===== src/rtl/irq_aggr_pkg.sv =====
package irq_aggr_pkg;

  // Register group selected by a decoded address.
  typedef enum logic [3:0] {
    SEL_NONE,
    SEL_COUNT,
    SEL_RAW,
    SEL_RAW_SET,
    SEL_RAW_CLR,
    SEL_SRC,
    SEL_EN,
    SEL_EN_SET,
    SEL_EN_CLR
  } reg_sel_e;

  // word1 = 0: device word, word1 = 1: mailbox word.
  typedef struct packed {
    reg_sel_e   sel;
    logic       word1;
    logic [7:0] cpu;
  } reg_dec_t;

  localparam int GROUP_BASE = 8;

  // Byte distance between consecutive register groups.
  function automatic int group_spacing(input int nbits);
    return 8 * (1 + ((nbits - 1) / 64));
  endfunction

endpackage


===== src/rtl/irq_aggr_decode.sv =====
module irq_aggr_decode
  import irq_aggr_pkg::*;
#(
  parameter int NCPU  = 4,
  parameter int NBITS = 32,
  parameter int AW    = 12
) (
  input  logic [AW-1:0] addr,
  output reg_dec_t      dec
);

  localparam int SPACING    = group_spacing(NBITS);
  localparam int CPU_STRIDE = 4 * SPACING;
  localparam int BANK_BASE  = GROUP_BASE + 3 * SPACING;
  localparam int BANK_END   = BANK_BASE + NCPU * CPU_STRIDE;

  int a_int;
  int rel;
  int slot;
  int wrd;

  always_comb begin
    a_int     = int'(addr);
    rel       = 0;
    slot      = 0;
    wrd       = 0;
    dec       = '0;
    dec.sel   = SEL_NONE;
    if (a_int < 4) begin
      dec.sel = SEL_COUNT;
    end else if (a_int >= GROUP_BASE && a_int < BANK_BASE) begin
      // global raw groups: raw, raw-set, raw-clear
      rel  = a_int - GROUP_BASE;
      slot = rel / SPACING;
      wrd  = (rel % SPACING) / 4;
      if (wrd < 2) begin
        dec.word1 = (wrd == 1);
        case (slot)
          0:       dec.sel = SEL_RAW;
          1:       dec.sel = SEL_RAW_SET;
          default: dec.sel = SEL_RAW_CLR;
        endcase
      end
    end else if (a_int >= BANK_BASE && a_int < BANK_END) begin
      // per-CPU groups: source, enable, enable-set, enable-clear
      rel  = a_int - BANK_BASE;
      slot = rel / SPACING;
      wrd  = (rel % SPACING) / 4;
      if (wrd < 2) begin
        dec.word1 = (wrd == 1);
        dec.cpu   = 8'(slot / 4);
        case (slot % 4)
          0:       dec.sel = SEL_SRC;
          1:       dec.sel = SEL_EN;
          2:       dec.sel = SEL_EN_SET;
          default: dec.sel = SEL_EN_CLR;
        endcase
      end
    end
  end

endmodule


===== src/rtl/irq_aggr_raw.sv =====
module irq_aggr_raw #(
  parameter int NDEV = 4,
  parameter int MBW  = 8
) (
  input  logic            clk,
  input  logic            rst_n,
  input  logic [NDEV-1:0] dev_in,
  input  logic            mb_set_we,
  input  logic            mb_clr_we,
  input  logic [MBW-1:0]  mb_wdata,
  output logic [NDEV-1:0] raw_dev,
  output logic [MBW-1:0]  raw_mb
);

  // Device lines are level-sensitive: captured every cycle, never written.
  always_ff @(posedge clk or negedge rst_n) begin
    if (!rst_n) raw_dev <= '0;
    else        raw_dev <= dev_in;
  end

  // Mailbox bits only move on alias writes.
  always_ff @(posedge clk or negedge rst_n) begin
    if (!rst_n)         raw_mb <= '0;
    else if (mb_set_we) raw_mb <= raw_mb | mb_wdata;
    else if (mb_clr_we) raw_mb <= raw_mb & ~mb_wdata;
  end

  a_r2_dev_follows: assert property (@(posedge clk) disable iff (!rst_n)
    1'b1 |=> raw_dev == $past(dev_in));

  a_r3_set_lands: assert property (@(posedge clk) disable iff (!rst_n)
    mb_set_we |=> (raw_mb & $past(mb_wdata)) == $past(mb_wdata));

  a_r3_clr_lands: assert property (@(posedge clk) disable iff (!rst_n)
    (mb_clr_we && !mb_set_we) |=> (raw_mb & $past(mb_wdata)) == '0);

  a_r3_mb_hold: assert property (@(posedge clk) disable iff (!rst_n)
    (!mb_set_we && !mb_clr_we) |=> $stable(raw_mb));

endmodule


===== src/rtl/irq_aggr_enable.sv =====
module irq_aggr_enable #(
  parameter int NDEV = 4,
  parameter int MBW  = 8
) (
  input  logic            clk,
  input  logic            rst_n,
  input  logic            we,
  input  logic            set_we,
  input  logic            clr_we,
  input  logic            word1,
  input  logic [31:0]     wdata,
  output logic [NDEV-1:0] en_dev,
  output logic [MBW-1:0]  en_mb
);

  logic [NDEV-1:0] wd_dev;
  logic [MBW-1:0]  wd_mb;

  assign wd_dev = wdata[NDEV-1:0];
  assign wd_mb  = wdata[MBW-1:0];

  always_ff @(posedge clk or negedge rst_n) begin
    if (!rst_n) begin
      en_dev <= '0;
    end else if (!word1) begin
      if (we)          en_dev <= wd_dev;
      else if (set_we) en_dev <= en_dev | wd_dev;
      else if (clr_we) en_dev <= en_dev & ~wd_dev;
    end
  end

  always_ff @(posedge clk or negedge rst_n) begin
    if (!rst_n) begin
      en_mb <= '0;
    end else if (word1) begin
      if (we)          en_mb <= wd_mb;
      else if (set_we) en_mb <= en_mb | wd_mb;
      else if (clr_we) en_mb <= en_mb & ~wd_mb;
    end
  end

  a_r4_set_sticks: assert property (@(posedge clk) disable iff (!rst_n)
    (set_we && !we && word1) |=> (en_mb & $past(wd_mb)) == $past(wd_mb));

  a_r4_clr_drops: assert property (@(posedge clk) disable iff (!rst_n)
    (clr_we && !we && !set_we && !word1) |=> (en_dev & $past(wd_dev)) == '0);

  a_r4_other_word_kept: assert property (@(posedge clk) disable iff (!rst_n)
    word1 |=> $stable(en_dev));

endmodule


===== src/rtl/irq_aggregator.sv =====
module irq_aggregator
  import irq_aggr_pkg::*;
#(
  parameter int NCPU  = 4,
  parameter int NBITS = 32,
  parameter int NDEV  = 4,
  parameter int AW    = 12
) (
  input  logic            clk,
  input  logic            rst_n,
  input  logic [NDEV-1:0] dev_irq,
  input  logic            req_valid,
  output logic            req_ready,
  input  logic            req_write,
  input  logic [AW-1:0]   req_addr,
  input  logic [31:0]     req_wdata,
  output logic            rsp_valid,
  input  logic            rsp_ready,
  output logic [31:0]     rsp_rdata,
  output logic [NCPU-1:0] cpu_irq
);

  localparam int MBW = 2 * NCPU;
  localparam int CW  = (NCPU > 1) ? $clog2(NCPU) : 1;

  reg_dec_t        dec;
  logic            acc;
  logic            wr_acc;
  logic [CW-1:0]   cpu_idx;
  logic [NDEV-1:0] raw_dev;
  logic [MBW-1:0]  raw_mb;
  logic [NDEV-1:0] en_dev_a [NCPU];
  logic [MBW-1:0]  en_mb_a  [NCPU];
  logic [NDEV-1:0] src_dev_a [NCPU];
  logic [MBW-1:0]  src_mb_a  [NCPU];
  logic [31:0]     rd_data;

  assign req_ready = !rsp_valid || rsp_ready;
  assign acc       = req_valid && req_ready;
  assign wr_acc    = acc && req_write;
  assign cpu_idx   = dec.cpu[CW-1:0];

  irq_aggr_decode #(
    .NCPU (NCPU),
    .NBITS(NBITS),
    .AW   (AW)
  ) u_decode (
    .addr(req_addr),
    .dec (dec)
  );

  irq_aggr_raw #(
    .NDEV(NDEV),
    .MBW (MBW)
  ) u_raw (
    .clk      (clk),
    .rst_n    (rst_n),
    .dev_in   (dev_irq),
    .mb_set_we(wr_acc && dec.sel == SEL_RAW_SET && dec.word1),
    .mb_clr_we(wr_acc && dec.sel == SEL_RAW_CLR && dec.word1),
    .mb_wdata (req_wdata[MBW-1:0]),
    .raw_dev  (raw_dev),
    .raw_mb   (raw_mb)
  );

  for (genvar c = 0; c < NCPU; c++) begin : g_cpu
    logic hit;
    assign hit = wr_acc && (dec.cpu == 8'(c));

    irq_aggr_enable #(
      .NDEV(NDEV),
      .MBW (MBW)
    ) u_enable (
      .clk   (clk),
      .rst_n (rst_n),
      .we    (hit && dec.sel == SEL_EN),
      .set_we(hit && dec.sel == SEL_EN_SET),
      .clr_we(hit && dec.sel == SEL_EN_CLR),
      .word1 (dec.word1),
      .wdata (req_wdata),
      .en_dev(en_dev_a[c]),
      .en_mb (en_mb_a[c])
    );

    assign src_dev_a[c] = raw_dev & en_dev_a[c];
    assign src_mb_a[c]  = raw_mb & en_mb_a[c];
    assign cpu_irq[c]   = (|src_dev_a[c]) || (|src_mb_a[c]);
  end

  // Read multiplexer; set/clear aliases read back the underlying word.
  always_comb begin
    rd_data = '0;
    case (dec.sel)
      SEL_COUNT: rd_data = 32'(NBITS);
      SEL_RAW, SEL_RAW_SET, SEL_RAW_CLR:
        rd_data = dec.word1 ? 32'(raw_mb) : 32'(raw_dev);
      SEL_SRC:
        rd_data = dec.word1 ? 32'(src_mb_a[cpu_idx]) : 32'(src_dev_a[cpu_idx]);
      SEL_EN, SEL_EN_SET, SEL_EN_CLR:
        rd_data = dec.word1 ? 32'(en_mb_a[cpu_idx]) : 32'(en_dev_a[cpu_idx]);
      default: rd_data = '0;
    endcase
  end

  always_ff @(posedge clk or negedge rst_n) begin
    if (!rst_n) begin
      rsp_valid <= 1'b0;
      rsp_rdata <= '0;
    end else if (acc) begin
      rsp_valid <= 1'b1;
      rsp_rdata <= req_write ? 32'd0 : rd_data;
    end else if (rsp_ready) begin
      rsp_valid <= 1'b0;
    end
  end

  a_r9_rsp_hold: assert property (@(posedge clk) disable iff (!rst_n)
    (rsp_valid && !rsp_ready) |=> rsp_valid && $stable(rsp_rdata));

  a_r9_one_rsp: assert property (@(posedge clk) disable iff (!rst_n)
    (req_valid && req_ready) |=> rsp_valid);

  a_r1_count_read: assert property (@(posedge clk) disable iff (!rst_n)
    (req_valid && req_ready && !req_write && req_addr == '0) |=> rsp_rdata == 32'(NBITS));

  a_r7_cpu_in_range: assert property (@(posedge clk) disable iff (!rst_n)
    (dec.sel inside {SEL_SRC, SEL_EN, SEL_EN_SET, SEL_EN_CLR}) |-> int'(dec.cpu) < NCPU);

endmodule


===== config.mk =====
export PLATFORM = sky130hd
export DESIGN_NAME = irq_aggregator
export DESIGN_NICKNAME = d
export VERILOG_FILES = /design/src/rtl/irq_aggr_pkg.sv /design/src/rtl/irq_aggr_decode.sv /design/src/rtl/irq_aggr_raw.sv /design/src/rtl/irq_aggr_enable.sv /design/src/rtl/irq_aggregator.sv
export SDC_FILE = /design/constraint.sdc
export NUM_CORES = 1
export LEC_CHECK = 0
export ABC_CLOCK_PERIOD_IN_PS = 4550
export CELL_PAD_IN_SITES_DETAIL_PLACEMENT = 0
export CELL_PAD_IN_SITES_GLOBAL_PLACEMENT = 1
export CORE_MARGIN = 4
export CORE_UTILIZATION = 38
export CTS_BUF_LIST = sky130_fd_sc_hd__clkbuf_2 sky130_fd_sc_hd__clkbuf_4 sky130_fd_sc_hd__clkbuf_8
export DETAILED_ROUTE_END_ITERATION = 12
export PLACE_DENSITY_LB_ADDON = 0.1
export SYNTH_ARGS = -nofsm -noshare
export SYNTH_HDL_FRONTEND = slang
export SYNTH_SLANG_ARGS = --single-unit

===== constraint.sdc =====
create_clock -name clk -period 4.55 [get_ports clk]
set_clock_uncertainty 0.15 [all_clocks]
set_input_delay 0.91 -clock clk [delete_from_list [all_inputs] [get_ports clk]]
set_output_delay 0.91 -clock clk [all_outputs]
set_load 0.005 [all_outputs]

# After elaboration in Yosys (flattened, before gate mapping)
# Index checks and enable logic that the tools add are counted.
classes:
  add_sub_neg: 7
  multipliers: 0
  div_mod_pow: 0
  n_lt_le_gt_ge: 8
  n_eq_ne: 16
  n_shift: 0
  n_mux: 54
  n_bitwise: 35
  reduce_logical: 62
op_table:
  columns: ["cell", "n"]
  rows:
  - ["$mux W8", 22]
  - ["$add A32 B1 Y32", 4]
  - ["$eq A32 B2 Y1 const B", 3]
  - ["$and A8 B8 Y8", 9]
  - ["$mux W4", 17]
  - ["$eq A32 B1 Y1 const B", 2]
  - ["$logic_not A32 Y1", 2]
  - ["$lt A32 B3 Y1 const B", 2]
  - ["$or A8 B8 Y8", 5]
  - ["$and A4 B4 Y4", 8]
  - ["$bmux W8 S2", 2]
  - ["$mux W32", 1]
  - ["$pmux W8 S4", 1]
  - ["$reduce_or A8 Y1", 4]
  - ["$mux W13", 2]
  - ["$logic_and A1 B1 Y1", 24]
  - ["$bmux W4 S2", 2]
  - ["$eq A4 B3 Y1 const B", 4]
  - ["$eq A8 B2 Y1 const B", 2]
  - ["$or A4 B4 Y4", 4]
  - ["$reduce_and A2 Y1", 8]
  - ["$reduce_or A4 Y1", 4]
  - ["$sub A12 B4 Y13 const B", 1]
  - ["$sub A12 B6 Y13 const B", 1]
  - ["other kinds (28)", 48]
totals:
  reg_bits: 93
  latch_bits: 0
  ramBits: 0
  rom_bits: 0
  inputBits: 53
  out_inout_bits: 38
  wordCells: 194
  n_memories: 0

# Longest topological paths before layout
depth:
  ltp_word: 19
  mapped_depth: 21
  ltp_nobuf: 19

# Modules after synthesis
# A second synthesis with hierarchy kept.
unflattened:
  cells_unflattened: 682
  area_unflattened_um2: 6092.1
modules_own_cells:
  columns: ["module", "n_inst", "cells_each", "area_per_inst_um2", "seq_area_each_um2"]
  rows:
  - ["irq_aggr_enable", 4, 50, 584.3, 300.3]
  - ["irq_aggregator", 1, 254, 1871.8, 225.2]
  - ["irq_aggr_decode", 1, 198, 1470.2, 0.0]
  - ["irq_aggr_raw", 1, 30, 412.9, 300.3]

# Least setup slack after synthesis
# No wires, ideal clock.
synth_timing:
  path_kind: "input port to flip-flop"
  startpoint: "input port req_addr[10]"
  endpoint: "register (tool-made name)"
  setup_time_ns: 0.119
  t_arrival_ns: 5.171
  required_time_ns: 4.281
  path_slack_ns: -0.890
  cell_stages: 19
  n_path_buf: 2
  path_cell_list: "buf_2 > or4_1 > buf_2 > nor3_1 > ha_1 > nor4bb_1 > nand2_1 > nand2_1 > nor2_1 > ha_1 > ha_1 > a21bo_2 > mux2i_1 > a31o_2 > a221o_1 > a211oi_1 > o41ai_2 > and3_1 > a21bo_2"
synth_lines:
  columns: ["item", "line_no", "rtl"]
  rows:
  - ["from (decl)", "irq_aggregator.sv:15", "input logic [AW-1:0] req_addr,"]

==> impl_results.md <==
* Starting Density at 0.390
* Tmin final at between 4 and 5 ns
* Startpoint types: input pin
* Root Buffer Master: clkbuf_8
* Row Count at 44
* CTS max path bufs at 2
* Commonest non-fill, non-tap cells in the layout: buf_4, nand2_1, dfrtp_1, o21ai_0, nor2_1
* Largest family of logic cells by synthesized area: compound AO/OA/AOI/OAI gates
* FF+latch count, synth at between 60 and 70
* Post-synthesis compound-gate area fraction at 0.285
* Vias in the first global route at ~6300
* P&R area growth vs syn at 42.3%
* CTS tree: done
* Worst Hold End: rsp_rdata[5]
* Status: finished with violations
* Fmax at roughly 0.22 GHz
* DIE HEIGHT at approximately 130 um
* Placed insts at 1048
* Simple-gate share of the synthesized area at 0.234
* Slew at the pin with the worst max-slew slack at roughly 0.69 ns
* Placed cell area at roughly 7400 um2
* Final Core Density at 0.556
* Final cell count without fillers at roughly 1100
* Max Slew Vio Count at 0
* Register area at ~1700 um2
* Post-synthesis adder-cell area fraction at 0.0477
* Ys flop type: dfrtp_1
* Syn avg cell area at roughly 8.1 um2
* DR WL/cell at between 20 and 25 um
* DRC at 0
* Ant. Diodes at 0
* Die W at approximately 130 um
* CP Data Arrival Time at 4.73 ns
* First-pass GRT wire length at between 30000 and 40000 um
* Layout cells sized above 1 at 0.318
* Multi-input logic area at 4160 um2
* Register area share after synthesis at 0.302
* CORE AREA at around 15000 um2
* VDD IR max at about 0.18 mV
* # H-tree levels at 3
* Mapped Cells at 705
* XOR/XNOR share of the synthesized area at 0.0276
* Pwr/cell area at 182 nW/um2
* Routed vias at 6508
* Clk_lat worst skew at approximately 0.35 ns
* Largest net degree at the start of global routing at between 40 and 50
* Number of hold violations in the final report at 0
* Setup slack, reg-to-reg at between 2 and 2.5 ns
* EDFF count, synth at 0
* Initial antenna violation count at 0
* Vias/cell at 6.01
* Final setup violation count at 31
* Syn Std Cell Area at 5720 um2
* First-pass iteration count of the detailed router at 5
* Dpl hpwl at roughly 17000 um
* Commonest non-fill, non-tap cell in the layout: buf_4
* Worst setup EP type: flop
* R2r worst-path depth at 9
* Pwr Total at between 1000 and 1500 uW
* RR Startpoint: rsp_valid
* Hold crit path type: reg -> reg
* Post-Route WL at 22300 um
* I/O Buffers at 42
* HP Start: rsp_rdata[5]
* Post-synthesis mux area share at 0.0333
* Violated checks: negative setup slack
* Fin crit share at 1.02
* Max-cap check violation count at 0
* Total die area at 17100 um2
* Cell leakage power at about 0.0034 uW
* Clock transition at the registers of the reported paths at ~0.070 ns
* I/O pin total at 91
* Worst rel slew slack at 0.537
* Critical Path Fanout Max at 4
* Cells taking the most area after synthesis: dfrtp_1, o21ai_0, nand2_1
* Fill count at about 1400
* Yosys top cell by area: dfrtp_1
* GPL Wtd Cong at just under 1
* Synth warnings at 0
* Post-synth ARST share at 1.00
* Crit Path Category: in -> reg
* Total GRT Usage at 0.261
* RSZ-0062 raised after global routing: yes
* Final instance area at about 8100 um2
* Sinks on Clock Net at 69
* Setup slack after layout at -0.0925 ns
* DR iter-0 viols at 560
* CTS buffer count at 9
* Top cell type's share of synthesized area at 0.302
* Worst Hold Path Cells at 2
* Layout Nets at just under 1000
* Pre-CTS setup slack at -0.872 ns
* GRT overflow at 0
* Critical path required time at roughly 4.6 ns
* Post-route ant nets at 0
* Synth cell types at 80
## synthesized netlist by cell type (all sizes together) (5+ instances only)
library cell and count:
a21bo 5, o221ai 6, and2 7, a22oi 11, nor2b 6, nand3 29
a31oi 6, a22o 16, clkbuf 22, xor2 5, nand3b 6, a21oi 25
nor3 16, nor4 7, o211ai 5, mux2i 10, o21ai 94, a221oi 11
a2bb2oi 5, and3 5, ha 21, nand2 88, nand4 12, a211oi 10
or4 5, buf 32, nand4b 8, mux2 6, xnor2 13, dfrtp 69
nand2b 6, nor2 47, or3 8, inv 21
## worst max path at each step
stage,slack (ns),from,cells past startpoint,to
after floorplan,-0.36,req_addr[8],20,flop
after global placement,-0.78,req_addr[11],20,flop
after detailed placement,-0.87,req_addr[11],20,flop
after CTS,-0.07,req_addr[9],19,flop
after global routing,-0.25,req_addr[9],22,flop
final,-0.09,req_addr[9],18,flop
## where the power goes
part	internal (uW)	switching, uW
Sequential	621	15.8
Combinational	157	186
Clock	270	234
## kinds of logic after synthesis
logic type | Yosys count
xor+xnor | 18
simple gates | 260
flops | 69
mux | 17
compound gates | 242
buf+inv | 76
fa+ha+maj | 22
other cells | 1
## repair_timing
item                                    4_1_cts  5_1_grt
endpoints found under the setup margin       40       40
cloned                                        0        0
hold buffers                                  0        0
hold endpoints to repair                      0        0
pin swaps                                    20       31
buffers inserted                             11       12
resized for setup                            75       66
## critical path, stage by stage
cell and delay (ns):
buf_6 0.09, or4_4 0.56, nor3_4 0.13, ha_2 0.21, buf_6 0.11, ha_4 0.14, xnor2_2 0.10, ha_2 0.22
ha_4 0.14, buf_4 0.10, buf_4 0.09, nand2_1 0.06, or4_1 0.52, mux2_4 0.33, a21o_4 0.24, or3_4 0.41
o21ai_2 0.13, a21bo_2 0.23
## routing by layer
| metal | global-route usage | up-vias | routed length, um |
|---|---|---|---|
| met5 | 0 | - | 0 |
| met4 | 0.0569 | 0 | 304 |
| met3 | 0.0557 | 34 | 1870 |
| met2 | 0.402 | 290 | 9960 |
| met1 | 0.378 | 3198 | 10200 |
| li1 | - | 2986 | - |
## cell type report
cell class / instances / share of cell area
Multi-Input combinational cell: 583 / 0.512
Timing Repair Buffer: 209 / 0.214
Clock buffer: 11 / 0.0178
Inverter: 22 / 0.0101
Sequential cell: 69 / 0.212
Tap cell: 184 / 0.0283
Clock inverter: 4 / 0.00600
## stage by stage
stage	hold slack (ns)	TNS, ns
6_report	0.348	-1.14
5_1_grt	0.381	-7.06
4_1_cts	0.352	-0.705
3_5_place_dp	0.336	-37.74
3_3_place_gp	0.318	-34.28
2_1_floorplan	0.323	-9.58
No activity file was read; power rests on OpenSTA's default activity.
